**src/rtl/tbps_pkg.sv**
```systemverilog
package tbps_pkg;

   localparam int unsigned BYTE_W     = 8;
   localparam int unsigned LEAD_CELLS = 3;
   localparam int unsigned LINE_CELLS = LEAD_CELLS + BYTE_W;
   localparam int unsigned CELL_IDX_W = $clog2(LINE_CELLS);
   localparam int unsigned CRC_W      = 2 * BYTE_W;
   localparam int unsigned BIT_SEL_W  = $clog2(BYTE_W);

   // bit i is the value of lead-in cell i
   localparam logic [LEAD_CELLS-1:0] LEAD_PATTERN = 3'b011;

   typedef enum logic [1:0] {
      SEQ_IDLE = 2'd0,
      SEQ_LEAD = 2'd1,
      SEQ_BYTE = 2'd2,
      SEQ_GAP  = 2'd3
   } seq_state_t;

   typedef enum logic [1:0] {
      SRC_DATA   = 2'd0,
      SRC_CRC_HI = 2'd1,
      SRC_CRC_LO = 2'd2
   } byte_src_t;

   function automatic logic cell_value(input logic [CELL_IDX_W-1:0] idx,
                                       input logic [BYTE_W-1:0]     payload);
      logic [BIT_SEL_W-1:0] sel;
      logic                 v;
      sel = BIT_SEL_W'(idx - CELL_IDX_W'(LEAD_CELLS));
      if (idx < CELL_IDX_W'(LEAD_CELLS)) v = LEAD_PATTERN[idx[1:0]];
      else                               v = payload[sel];
      return v;
   endfunction

endpackage

```
**src/rtl/tbps_crc_step.sv**
```systemverilog
module tbps_crc_step #(
   parameter int unsigned         CRC_W  = 16,
   parameter int unsigned         DATA_W = 8,
   parameter logic [CRC_W-1:0]    POLY   = 16'h8005
) (
   input  logic [CRC_W-1:0]  crc_in,
   input  logic [DATA_W-1:0] data_in,
   output logic [CRC_W-1:0]  crc_out
);

   if (CRC_W < 2)  begin : g_bad_crc_w  $error("CRC_W must be at least 2");  end
   if (DATA_W < 1) begin : g_bad_data_w $error("DATA_W must be at least 1"); end

   logic [CRC_W-1:0] stage [DATA_W+1];

   assign stage[0] = crc_in;

   // one shift stage per data bit, bit 0 enters first
   for (genvar i = 0; i < DATA_W; i++) begin : g_bit
      logic fb;
      assign fb           = stage[i][CRC_W-1] ^ data_in[i];
      assign stage[i+1]   = {stage[i][CRC_W-2:0], 1'b0} ^ (fb ? POLY : '0);
   end

   assign crc_out = stage[DATA_W];

endmodule

```
**src/rtl/tbps_hold_buffer.sv**
```systemverilog
module tbps_hold_buffer #(
   parameter int unsigned DATA_W = 8
) (
   input  logic              clk,
   input  logic              rst_n,
   input  logic              s_valid,
   input  logic [DATA_W-1:0] s_data,
   input  logic              s_last,
   output logic              s_ready,
   input  logic              take,
   input  logic              frame_done,
   output logic              hold_full,
   output logic [DATA_W-1:0] hold_data,
   output logic              hold_last
);

   logic last_taken;
   logic accept;

   assign s_ready = !hold_full && !last_taken;
   assign accept  = s_valid && s_ready;

   always_ff @(posedge clk) begin
      if (!rst_n) begin
         hold_full  <= 1'b0;
         hold_data  <= '0;
         hold_last  <= 1'b0;
         last_taken <= 1'b0;
      end else begin
         if (accept) begin
            hold_full <= 1'b1;
            hold_data <= s_data;
            hold_last <= s_last;
         end else if (take) begin
            hold_full <= 1'b0;
         end
         if (accept && s_last)  last_taken <= 1'b1;
         else if (frame_done)   last_taken <= 1'b0;
      end
   end


   refuse_after_accept_chk: assert property (@(posedge clk) disable iff (!rst_n)
      (s_valid && s_ready) |=> !s_ready);


   take_only_full_chk: assert property (@(posedge clk) disable iff (!rst_n)
      take |-> hold_full);

endmodule

```
**src/rtl/tbps_cell_sequencer.sv**
```systemverilog
module tbps_cell_sequencer
   import tbps_pkg::*;
#(
   parameter logic [CRC_W-1:0] CRC_POLY = 16'h8005,
   parameter logic [CRC_W-1:0] CRC_INIT = 16'h0000
) (
   input  logic              clk,
   input  logic              rst_n,
   input  logic              cell_tick,
   input  logic              hold_full,
   input  logic [BYTE_W-1:0] hold_data,
   input  logic              hold_last,
   output logic              take,
   output logic              frame_done,
   output logic              fire,
   output logic              tx_en_n
);

   localparam logic [CELL_IDX_W-1:0] LAST_IDX = CELL_IDX_W'(LINE_CELLS - 1);

   seq_state_t              state, nxt_state;
   byte_src_t               src, nxt_src;
   logic [CELL_IDX_W-1:0]   idx, nxt_idx, idx_inc;
   logic [BYTE_W-1:0]       sh, nxt_sh;
   logic [CRC_W-1:0]        crc, nxt_crc, crc_stepped;
   logic                    cur_last, nxt_last;
   logic                    en, nxt_en;
   logic                    nxt_pulse;
   logic                    at_boundary;

   tbps_crc_step #(
      .CRC_W  (CRC_W),
      .DATA_W (BYTE_W),
      .POLY   (CRC_POLY)
   ) u_crc (
      .crc_in  (crc),
      .data_in (hold_data),
      .crc_out (crc_stepped)
   );

   assign idx_inc     = idx + 1'b1;
   assign at_boundary = cell_tick &&
                        ((state == SEQ_LEAD) || (state == SEQ_GAP) ||
                         ((state == SEQ_BYTE) && (idx == LAST_IDX)));

   always_comb begin
      nxt_state  = state;
      nxt_src    = src;
      nxt_idx    = idx;
      nxt_sh     = sh;
      nxt_crc    = crc;
      nxt_last   = cur_last;
      nxt_en     = en;
      nxt_pulse  = 1'b0;
      take       = 1'b0;
      frame_done = 1'b0;
      if (at_boundary) begin
         if (state == SEQ_BYTE && src == SRC_CRC_LO) begin
            nxt_state  = SEQ_IDLE;
            nxt_en     = 1'b0;
            nxt_crc    = CRC_INIT;
            nxt_last   = 1'b0;
            frame_done = 1'b1;
         end else if (state == SEQ_BYTE && src == SRC_CRC_HI) begin
            nxt_state = SEQ_BYTE;
            nxt_src   = SRC_CRC_LO;
            nxt_sh    = crc[BYTE_W-1:0];
            nxt_idx   = '0;
            nxt_pulse = cell_value('0, crc[BYTE_W-1:0]);
            nxt_en    = 1'b1;
         end else if (state == SEQ_BYTE && cur_last) begin
            nxt_state = SEQ_BYTE;
            nxt_src   = SRC_CRC_HI;
            nxt_sh    = crc[CRC_W-1:BYTE_W];
            nxt_idx   = '0;
            nxt_pulse = cell_value('0, crc[CRC_W-1:BYTE_W]);
            nxt_en    = 1'b1;
         end else if (hold_full) begin
            nxt_state = SEQ_BYTE;
            nxt_src   = SRC_DATA;
            nxt_sh    = hold_data;
            nxt_crc   = crc_stepped;
            nxt_last  = hold_last;
            nxt_idx   = '0;
            nxt_pulse = cell_value('0, hold_data);
            nxt_en    = 1'b1;
            take      = 1'b1;
         end else begin
            nxt_state = SEQ_GAP;
            nxt_en    = 1'b1;
         end
      end else if (cell_tick) begin
         if (state == SEQ_IDLE) begin
            if (hold_full) begin
               nxt_state = SEQ_LEAD;
               nxt_en    = 1'b1;
            end
         end else if (state == SEQ_BYTE) begin
            nxt_idx   = idx_inc;
            nxt_pulse = cell_value(idx_inc, sh);
            nxt_en    = !((src == SRC_CRC_LO) && (idx_inc == LAST_IDX));
         end
      end
   end

   always_ff @(posedge clk) begin
      if (!rst_n) begin
         state    <= SEQ_IDLE;
         src      <= SRC_DATA;
         idx      <= '0;
         sh       <= '0;
         crc      <= CRC_INIT;
         cur_last <= 1'b0;
         en       <= 1'b0;
      end else begin
         state    <= nxt_state;
         src      <= nxt_src;
         idx      <= nxt_idx;
         sh       <= nxt_sh;
         crc      <= nxt_crc;
         cur_last <= nxt_last;
         en       <= nxt_en;
      end
   end

   assign fire    = cell_tick && nxt_pulse;
   assign tx_en_n = !en;


   cell_range_chk: assert property (@(posedge clk) disable iff (!rst_n)
      idx <= LAST_IDX);


   en_at_tick_chk: assert property (@(posedge clk) disable iff (!rst_n)
      !$stable(tx_en_n) |-> $past(cell_tick));


   en_off_before_end_chk: assert property (@(posedge clk) disable iff (!rst_n)
      frame_done |-> tx_en_n);


   gap_keeps_enable_chk: assert property (@(posedge clk) disable iff (!rst_n)
      (state == SEQ_GAP) |-> !tx_en_n);

endmodule

```
**src/rtl/tbps_pulse_shaper.sv**
```systemverilog
module tbps_pulse_shaper #(
   parameter int unsigned CELL_CLKS = 4
) (
   input  logic clk,
   input  logic rst_n,
   input  logic fire,
   output logic line_n
);

   localparam int unsigned HALF  = CELL_CLKS / 2;
   localparam int unsigned CNT_W = (HALF > 1) ? $clog2(HALF) : 1;

   if (CELL_CLKS < 2) begin : g_bad_cell $error("CELL_CLKS must be at least 2"); end

   logic [CNT_W-1:0] remain;

   always_ff @(posedge clk) begin
      if (!rst_n) begin
         line_n <= 1'b1;
         remain <= '0;
      end else if (fire) begin
         line_n <= 1'b0;
         remain <= CNT_W'(HALF - 1);
      end else if (remain != '0) begin
         remain <= remain - 1'b1;
      end else begin
         line_n <= 1'b1;
      end
   end


   pulse_starts_on_fire_chk: assert property (@(posedge clk) disable iff (!rst_n)
      $fell(line_n) |-> $past(fire));

endmodule

```
**src/rtl/token_pulse_serializer.sv**
```systemverilog
module token_pulse_serializer
   import tbps_pkg::*;
#(
   parameter int unsigned      CELL_CLKS = 4,
   parameter logic [CRC_W-1:0] CRC_POLY  = 16'h8005,
   parameter logic [CRC_W-1:0] CRC_INIT  = 16'h0000
) (
   input  logic              clk,
   input  logic              rst_n,
   input  logic              cell_tick,
   input  logic              s_valid,
   input  logic [BYTE_W-1:0] s_data,
   input  logic              s_last,
   output logic              s_ready,
   output logic              line_n,
   output logic              tx_en_n
);

   if (CELL_CLKS < 2) begin : g_bad_cell_clks $error("CELL_CLKS must be at least 2"); end

   logic              hold_full;
   logic [BYTE_W-1:0] hold_data;
   logic              hold_last;
   logic              take;
   logic              frame_done;
   logic              fire;

   tbps_hold_buffer #(
      .DATA_W (BYTE_W)
   ) u_hold (
      .clk        (clk),
      .rst_n      (rst_n),
      .s_valid    (s_valid),
      .s_data     (s_data),
      .s_last     (s_last),
      .s_ready    (s_ready),
      .take       (take),
      .frame_done (frame_done),
      .hold_full  (hold_full),
      .hold_data  (hold_data),
      .hold_last  (hold_last)
   );

   tbps_cell_sequencer #(
      .CRC_POLY (CRC_POLY),
      .CRC_INIT (CRC_INIT)
   ) u_seq (
      .clk        (clk),
      .rst_n      (rst_n),
      .cell_tick  (cell_tick),
      .hold_full  (hold_full),
      .hold_data  (hold_data),
      .hold_last  (hold_last),
      .take       (take),
      .frame_done (frame_done),
      .fire       (fire),
      .tx_en_n    (tx_en_n)
   );

   tbps_pulse_shaper #(
      .CELL_CLKS (CELL_CLKS)
   ) u_shape (
      .clk    (clk),
      .rst_n  (rst_n),
      .fire   (fire),
      .line_n (line_n)
   );

endmodule

```
**config.mk**
```make
export PLATFORM = sky130hd
export DESIGN_NAME = token_pulse_serializer
export DESIGN_NICKNAME = d
export VERILOG_FILES = /design/src/rtl/tbps_pkg.sv /design/src/rtl/tbps_crc_step.sv /design/src/rtl/tbps_hold_buffer.sv /design/src/rtl/tbps_cell_sequencer.sv /design/src/rtl/tbps_pulse_shaper.sv /design/src/rtl/token_pulse_serializer.sv
export SDC_FILE = /design/constraint.sdc
export NUM_CORES = 1
export LEC_CHECK = 0
export CORE_MARGIN = 1
export CORE_UTILIZATION = 55
export DETAILED_ROUTE_END_ITERATION = 12
export DONT_BUFFER_PORTS = 1
export GPL_ROUTABILITY_DRIVEN = 1
export PLACE_DENSITY = 0.73
export SYNTH_ARGS = -nofsm -noshare
export SYNTH_HDL_FRONTEND = slang
export SYNTH_SLANG_ARGS = --single-unit
```
**constraint.sdc**
```tcl
create_clock -name clk -period 1.8 [get_ports clk]
set_input_delay 0.36 -clock clk [delete_from_list [all_inputs] [get_ports clk]]
set_output_delay 0.36 -clock clk [all_outputs]
set_load 0.1 [all_outputs]
```
# [Word level (Yosys, flattened, before mapping)]
# Cells that the tools add are included.
# Widths: inputs -> output; s select.
[word_totals] reg_bits=47 in_bits=13 out_inout_bits=3 wordCells=152
[op_classes] n_addsub=3 magnitude_cmp=3 eq_ne=14 n_mux=71 bitwise=17 reduce_logical=31
[ops] op="$mux 16" n=12
[ops] op="$xor 16x16->16" n=8
[ops] op="$mux 1" n=36
[ops] op="$mux 4" n=8
[ops] op="$mux 8" n=3
[ops] op="$mux 2" n=10
[ops] op="$reduce_bool 2->1" n=7
[ops] op="$logic_and 1x1->1" n=10
[ops] op="$reduce_and 3->1" n=3
[ops] op="$eq 4x4->1 const B" n=2
[ops] op="$xor 1x1->1" n=8
[ops] op="$eq 2x2->1 const B" n=3
[ops] op="$ne 2x1->1 const B" n=3
[ops] op="$reduce_bool 3->1" n=2
[ops] op="$reduce_and 5->1" n=1
[ops] op="$add 4x1->4 const B" n=1
[ops] op="$eq 2x1->1 const B" n=2
[ops] op="$logic_not 1->1" n=4
[ops] op="$lt 3x4->1 const B" n=1
[ops] op="$lt 4x2->1 const B" n=1
[ops] op="$ne 2x2->1 const B" n=2
[ops] op="$ne 4x4->1 const B" n=1
[ops] op="$reduce_and 4->1" n=1
[ops] op="$bmux 1 s3" n=1
[ops] op="other kinds (8)" n=9

# [Logic depth before layout (Yosys ltp)]
# Gate-level depths: netlist of run 1.
[logic_depth] word_depth=28 depth_mapped=10

# [Modules after synthesis]
# From an unflattened synthesis of run 1, not the netlist that was laid out.
[hier_totals] hier_cells=271 hier_area_um2=2555.0
[by_module_without_submodules] mod="tbps_cell_sequencer" n_inst=1 cells_per_inst=187 area_per_inst_um2=1717.9 seq_area_each_um2=680.7
[by_module_without_submodules] mod="tbps_hold_buffer" n_inst=1 cells_per_inst=48 area_per_inst_um2=455.4 seq_area_each_um2=220.2
[by_module_without_submodules] mod="tbps_crc_step" n_inst=1 cells_per_inst=31 area_per_inst_um2=324.1 seq_area_each_um2=0.0
[by_module_without_submodules] mod="tbps_pulse_shaper" n_inst=1 cells_per_inst=5 area_per_inst_um2=57.6 seq_area_each_um2=40.0

# [Least setup slack after synthesis of run 1]
# Ideal clock, no wire load.
[synth_path] kind="reg-to-reg" from="reg u_hold.hold_full" to="reg u_hold.last_taken" arrival_ns=2.520 setup_slack_ns=-0.795 stages_incl_launch_ff=7 path_buffers=2 period_less_slack_ns=2.595 cell_sequence="dfxtp_1 > clkbuf_1 > nor2_1 > and2_1 > clkbuf_1 > nand2_1 > a21boi_0"
[synth_via] elab_chain_cells=5 elab_cells_between_ends=6 cone_classes="mux (1); reduce/logical (5)"
[synth_rtl] item="start, declared" line="tbps_hold_buffer.sv:12" text="output logic hold_full,"
[synth_rtl] item="start signal, assigned" line="tbps_hold_buffer.sv:25" text="hold_full <= 1'b0;"
[synth_rtl] item="start signal, assigned" line="tbps_hold_buffer.sv:31" text="hold_full <= 1'b1;"
[synth_rtl] item="start signal, assigned" line="tbps_hold_buffer.sv:35" text="hold_full <= 1'b0;"
[synth_rtl] item="$logic_not 1->1 (*)" line="tbps_hold_buffer.sv:20" text="assign s_ready = !hold_full && !last_taken;"
[synth_rtl] item="$logic_and 1x1->1 (*)" line="tbps_hold_buffer.sv:20"
[synth_rtl] item="via s_ready" line="token_pulse_serializer.sv:14" text="output logic s_ready,"
[synth_rtl] item="$logic_and 1x1->1 (*)" line="tbps_hold_buffer.sv:21" text="assign accept = s_valid && s_ready;"
[synth_rtl] item="$logic_and 1x1->1 (*)" line="tbps_hold_buffer.sv:37" text="if (accept && s_last) last_taken <= 1'b1;"
[synth_rtl] item="$mux 1 / $reduce_bool 2->1 (equally long branches)"
[synth_rtl] item="end signal, assigned" line="tbps_hold_buffer.sv:28" text="last_taken <= 1'b0;"
[synth_rtl] item="end signal, assigned" line="tbps_hold_buffer.sv:37"
[synth_rtl] item="end signal, assigned" line="tbps_hold_buffer.sv:38" text="else if (frame_done) last_taken <= 1'b0;"
[synth_rtl] item="end, declared" line="tbps_hold_buffer.sv:17" text="logic last_taken;"
# The timed path passes the listed nets; every way through them passes the cells marked *.
# A chain may end at the register's enable or synchronous reset.

# [Final worst setup path of run 1]
[layout_path] from="reg u_seq.idx[0]" to="reg u_seq.crc[9]"
[layout_via] elab_chain_cells=5
[layout_rtl] item="start, declared" line="tbps_cell_sequencer.sv:23" text="logic [CELL_IDX_W-1:0] idx, nxt_idx, idx_inc;"
[layout_rtl] item="start signal, assigned" line="tbps_cell_sequencer.sv:118" text="idx <= nxt_idx;"
[layout_rtl] item="$eq 4x4->1" line="tbps_cell_sequencer.sv:44" text="((state == SEQ_BYTE) && (idx == LAST_IDX)));"
[layout_rtl] item="$logic_and 1x1->1" line="tbps_cell_sequencer.sv:44"
[layout_rtl] item="$logic_or 1x1->1" line="tbps_cell_sequencer.sv:43" text="((state == SEQ_LEAD) || (state == SEQ_GAP) ||"
[layout_rtl] item="$logic_and 1x1->1" line="tbps_cell_sequencer.sv:42" text="assign at_boundary = cell_tick &&"
[layout_rtl] item="$reduce_and 4->1 (no line)"
[layout_rtl] item="end signal, assigned" line="tbps_cell_sequencer.sv:120" text="crc <= nxt_crc;"
[layout_rtl] item="end, declared" line="tbps_cell_sequencer.sv:25" text="logic [CRC_W-1:0] crc, nxt_crc, crc_stepped;"
# No other way between the ends.

==> results of run 1 <==
worst max-delay path by stage:
stage | end | slack (ps) | cells after the start
2_1_floorplan | u_shape.line_n$_SDFFE_PN1P_ | 20 | 7
3_3_place_gp | u_shape.line_n$_SDFFE_PN1P_ | 10 | 7
3_5_place_dp | u_seq.crc[0]$_SDFFE_PN0P_ | -40 | 6
4_1_cts | u_seq.sh[2]$_SDFFE_PN0P_ | -7 | 8
5_1_grt | u_seq.crc[9]$_SDFFE_PN0P_ | -110 | 9
6_report | u_seq.crc[9]$_SDFFE_PN0P_ | -60 | 9
per-stage QoR:
| step | cell area, sq um | utilization [%] |
|---|---|---|
| 2_1_floorplan | 2450 | - |
| 3_3_place_gp | 2710 | 65.7 |
| 3_5_place_dp | 2710 | 65.7 |
| 4_1_cts | 2880 | 69.9 |
| 5_1_grt | 3130 | 76.0 |
| 6_report | 3130 | 76.0 |
state kept, by name, indices dropped and copies added (netlist names):
name / flops
u_hold.hold_data: 8
u_hold.hold_full: 1
u_hold.hold_last: 1
u_hold.last_taken: 1
u_seq.crc: 16
u_seq.cur_last: 1
u_seq.en: 1
u_seq.idx: 4
u_seq.sh: 8
u_seq.src: 2
u_seq.state: 2
u_shape.line_n: 1
u_shape.remain: 1
layer usage:
| layer | global-route usage, % | vias up |
|---|---|---|
| li1 | - | 1046 |
| met1 | 39.2 | 1052 |
| met2 | 41.7 | 68 |
| met3 | 3.50 | 10 |
| met4 | 7.03 | 0 |
| met5 | 0 | - |
cells in the final DEF (no fill, tap or decap), types with 3 or more instances in the layout:
cell,n
dfxtp_2,8
inv_1,4
ha_1,3
a211oi_1,6
dfxtp_1,38
xnor2_1,3
nor2b_1,29
xor2_1,8
clkbuf_8,7
a21boi_1,3
o22ai_1,8
a21oi_1,11
a21boi_0,11
nor2_1,16
xor2_2,3
buf_4,38
and2_1,3
a22oi_2,12
nand2b_1,4
o21ai_0,5
nor2_4,4
a31oi_1,3
nand2_1,30
buf_6,3
xnor2_2,6
nand3_1,8
a211oi_2,3
timing repair:
| action | 4_1_cts | 5_1_grt |
|---|---|---|
| resized for setup | 9 | 44 |
| pin swaps | 9 | 18 |
| hold buffers | 0 | 0 |
| gates cloned | 0 | 2 |
| endpoints found under the setup margin | 6 | 30 |
| buffers inserted | 4 | 3 |
power by group:
group          total (mW)  internal (mW)  switching [mW]
sequential           1.10           1.07          0.0327
combinational       0.406          0.189           0.217
clock               0.687          0.351           0.336
cell type report:
| class | count | area share, % |
|---|---|---|
| multi-input combinational | 212 | 52.6 |
| sequential | 47 | 30.5 |
| timing repair buffer | 42 | 10.8 |
| clock buffer | 8 | 3.20 |
| tap | 50 | 2.00 |
| inverter | 6 | 0.801 |
kinds of logic after synthesis:
group,after synthesis
xor+xnor,22
mux,4
buf+inv,21
compound gates,77
flops,47
simple gates,103
fa+ha+maj,4
==> run metrics, run 1 <==
status complete, but fails checks; failing checks negative setup slack; Hold EP u_seq.state[0]$_SDFFE_PN0P_; met3 WL post-DR about 290 um; Leak 1.12 nW; RSZ-0062 raised after global routing true; num rows 23; gr usage total 27.0%; total iterations of the first detailed-routing run 4; final worst slack -55.8 ps; post-placement setup slack -43.1 ps; R2R Path Start u_seq.idx[0]$_SDFFE_PN0P_; Critical Path Fanout Max 8; pwr dens 701 nW/um^2; worst vdd ir a little under 0.0007 V; relative slew slack 68.5%; CP arrival 2070 ps; mux cell area share after synthesis 2.74%; initial antenna violation count 0; Final #Nets 331; Max clock buf depth 2; Post-Synthesis Cells 278; drt drc 0; final setup vio count 1; DRT iter0 DRCs between 100 and 150; Crit path max-delay family simple AND/OR/NAND/NOR gates; Crit. Startpoint u_seq.idx[0]$_SDFFE_PN0P_; WL/cell roughly 17 um; Synth Register Bits between 40 and 50; hold crit path type input port to flip-flop; Core Area 4120 sq um; sequential share of the synthesized area 38.8%; Post-DP HPWL 3940 um; fmax 539 MHz; Yosys warning count 0; Post-Route M1 WL 3000 um; FF-to-FF End u_seq.crc[9]$_SDFFE_PN0P_; CTS Sinks 47; clock transition at the registers of the reported paths 80 ps; most frequent cell after synthesis dfxtp_1; number of global-route vias before repair 1916; Setup crit end kind flip-flop; Synth Area in XOR/XNOR 8.94%; Post-synth EDFFs 0; Synth area leaders dfxtp_1 39%, nor2b_1 8.0%, nand2_1 5.0%, a22oi_1 4.3%, xnor2_1 3.6%; top-area cell type share of the netlist area 38.8%; DR top layer met4; Min Clock Period, post-route 1860 ps; simple-gate share of the synthesized area roughly 22%; H-tree levels 2; register area 955 sq um; Power Total around 2.2 mW; Cells after DPL roughly 350; largest net degree at the start of global routing 51; global-route wire length before repair 9270 um; Via-to-Cell Ratio 5.96; Multi-input gate area 1640 sq um; Max Cap Violations 0; via count roughly 2200; chip height about 70 um; CTS Buf Count 5; Avg Cell Area, Syn 8.71 sq um; ANT nets after route 0; mapped cell area between 2000 and 2500 sq um; CTS tree done; R2R depth 9; WHS Path Cells 1; Critical Path Max Stage Delay 360 ps; Yosys cell types 43; Antenna diodes 0; Synth Net Count 295; filler cell count 273; worst skew pair latency 290 ps; Adder-Cell Fraction of Synth Area 2.07%; routed wl met2 ~3000 um; final period utilization 103%; I/O Buffers 0; Initial Util just under 60%; Slew Viols, Final 0; gp weighted congestion approximately 0.83; Final Hold Viols 0; r2r setup slk -60 ps; clock skew 5.86 ps; cell chosen for the clock root clkbuf_8; Hold Startpoint rst_n; WP buf/inv 2; Worst-Margin Slew approximately 470 ps; Layout area overhead 29.0%; largest family of logic cells by synthesized area compound AO/OA/AOI/OAI gates; complex-gate fraction of the synthesized area 22.1%; commonest cells in the netlist 47 x dfxtp_1, 32 x nand2_1, 31 x nor2b_1; crit path cell chain inv_4, ha_4, and4b_1, o21a_2, buf_6, o21ai_4, nor2_4, a22oi_1, nor2b_1; Die X around 70 um; Top FF cell, synth dfxtp_1; asr flop ratio synth 0%; final wirelength 6370 um; die area around 4700 sq um; final hold slack 197 ps; Critical Path Start Type flip-flop; critical setup path kind flip-flop to flip-flop; Worst path slowest cell dfxtp_4; num ports 16; Non-Filler Instances 365; GR Overflow Total 0; CP required between 2000 and 2500 ps; top cell type by total area after synthesis dfxtp_1; layout cell share with drive strength beyond 1 34.3%; total negative setup slack -55.8 ps
Note: power is estimated with default switching activity, not from simulation.
==> run 2, diff against run 1 <==
--- a/constraint.sdc
+++ b/constraint.sdc
@@ -3,2 +3,2 @@
 set_output_delay 0.36 -clock clk [all_outputs]
-set_load 0.1 [all_outputs]
+set_load 0.02 [all_outputs]
==> run 2 against run 1 <==
Against the previous run: the run still ends with negative setup slack left; die area unchanged; via count is 3.4% lower; utilization shrank 3.8 points; critical endpoint is now u_seq.crc[0]$_SDFFE_PN0P_.
==> run metrics, run 2 (synthesis results as in run 1) <==
DRT iter0 DRCs 179; combinational power share roughly 17%; initial antenna violation count 0; Final #Nets approximately 330; GR Overflow Total 0; CTS tree done; Worst-Margin Slew 431 ps; H-tree levels 2; Power Internal 1.53 mW; post-placement setup slack -64.1 ps; RSZ-0062 raised after global routing true; hold crit path type input port to flip-flop; num rows 23; largest net degree at the start of global routing 51; I/O Buffers 0; number of global-route vias before repair about 1800; fmax between 500 and 600 MHz; final wirelength 5750 um; Die X 68.4 um; via count 2103; Max clock buf depth 2; final setup vio count 1; critical setup path kind flip-flop to flip-flop; relative slew slack 71.3%; cell chosen for the clock root clkbuf_8; Leak about 1.1 nW; Largest register FFs 16; Critical Path Start Type flip-flop; Top Registers u_seq.crc x16, u_hold.hold_data x8, u_seq.sh x8; Initial Util 58.9%; final worst slack -23.4 ps; CTS Buf Count 5; WL/cell 15.8 um; Crit path max-delay family XOR/XNOR gates; ANT nets after route 0; total iterations of the first detailed-routing run 4; filler cell count 318; num ports 16; Post-DP HPWL 3960 um; Final Core Density 72.2%; worst vdd ir 0.000615 V; gp weighted congestion 0.933; Layout area overhead 22.6%; most frequent cells in the layout 41 x dfxtp_1, 40 x buf_4, 32 x nand2_1; Top reg by flops u_seq.crc; layout cell share with drive strength beyond 1 about 27%; Reg power frac 51.9%; final design area excluding fillers 2970 sq um; chip height a little under 70 um; most common cell after layout, fill and taps aside dfxtp_1; global-route wire length before repair 8970 um; Area after DPL 2720 sq um; Antenna diodes 0; Sw Share 27.7%; clock transition at the registers of the reported paths approximately 90 ps; Power Total between 2 and 2.5 mW; Slew Viols, Final 0; Via-to-Cell Ratio 5.79; Clk network pwr share 31.3%; die area 4670 sq um; final period utilization 101%; status complete, but fails checks; clock skew 3.63 ps; most frequent CP cell xnor2_2; Max Cap Violations 0; Worst path slowest cell xor3_2; Min Clock Period, post-route 1820 ps; CP arrival between 2000 and 2500 ps; drt drc 0; gr usage total 26.5%; WP buf/inv 0; Critical Path Fanout Max 3; final hold slack 170 ps; failing checks negative setup slack; CP required 2010 ps; CTS Sinks 47; worst skew pair latency between 300 and 400 ps; Critical Path Max Stage Delay 500 ps; Setup crit end kind flip-flop; pwr dens 711 nW/um^2; crit path cell chain xnor2_2, xor2_2, xor3_2, xnor2_2, nand2b_1, a21boi_1; Post-CTS Hold Fix Bufs 0; Core Area ~4100 sq um; Final Hold Viols 0; sw power 0.585 mW
-- run 2: cell types whose count changed in the layout (fill, tap and decap cells not counted), sizes merged --
cell | previous run | this run
clkbuf | 8 | 5
clkinv | 0 | 1
clkinvlp | 0 | 2
nor2 | 21 | 19
-- run 2: metal layers --
| layer | vias up | part of all wire [%] | track usage, % |
|---|---|---|---|
| met5 | - | 0 | 0 |
| met4 | 0 | 1.3 | 8.59 |
| met3 | 8 | 4.8 | 4.83 |
| met2 | 53 | 45 | 39.1 |
| met1 | 997 | 49 | 38.4 |
| li1 | 1045 | - | - |
-- run 2: final timing paths --
path	from	slack [ps]	end	cells past startpoint
worst min-delay path	rst_n	170	u_seq.state[0]$_SDFFE_PN0P_	1
worst max register to register	u_hold.hold_data[5]$_SDFFE_PN0P_	-20	u_seq.crc[0]$_SDFFE_PN0P_	6
worst max-delay path	u_hold.hold_data[5]$_SDFFE_PN0P_	-20	u_seq.crc[0]$_SDFFE_PN0P_	6
worst min register to register	u_hold.hold_last$_SDFFE_PN0P_	480	u_hold.hold_last$_SDFFE_PN0P_	2
-- run 2: power groups by stage --
stage               clock [mW]  sequential (mW)  combinational (mW)
CTS                      0.664             1.09               0.316
detailed placement           0             1.12               0.298
global route             0.698             1.10               0.382
global placement             0             1.12               0.293
finish                   0.661             1.10               0.354
floorplan                    0             1.11               0.211
-- run 2: what timing repair did --
action | in CTS | in global routing
hold endpoints to repair | 0 | 0
setup endpoints to repair | 6 | 29
pin swaps | 0 | 11
setup buffers | 1 | 4
gates cloned | 0 | 0
resized for setup | 6 | 20
-- run 2: cell type report --
type	count	area, sq um	area share, %
Multi-Input combinational cell	210	1510	51.0
Sequential cell	47	951	32.0
Timing Repair Buffer	42	332	11.2
Clock buffer	5	68.8	2.32
Tap cell	50	62.6	2.11
Inverter	6	22.5	0.758
Clock inverter	3	20.0	0.674
-- run 2: stage by stage --
stage / TNS, ps / cells
global placement: -78.7 / 350
global route: -319 / 363
CTS: -18.6 / 359
finish: -23.4 / 363
detailed placement: -125 / 350
floorplan: 0 / 278
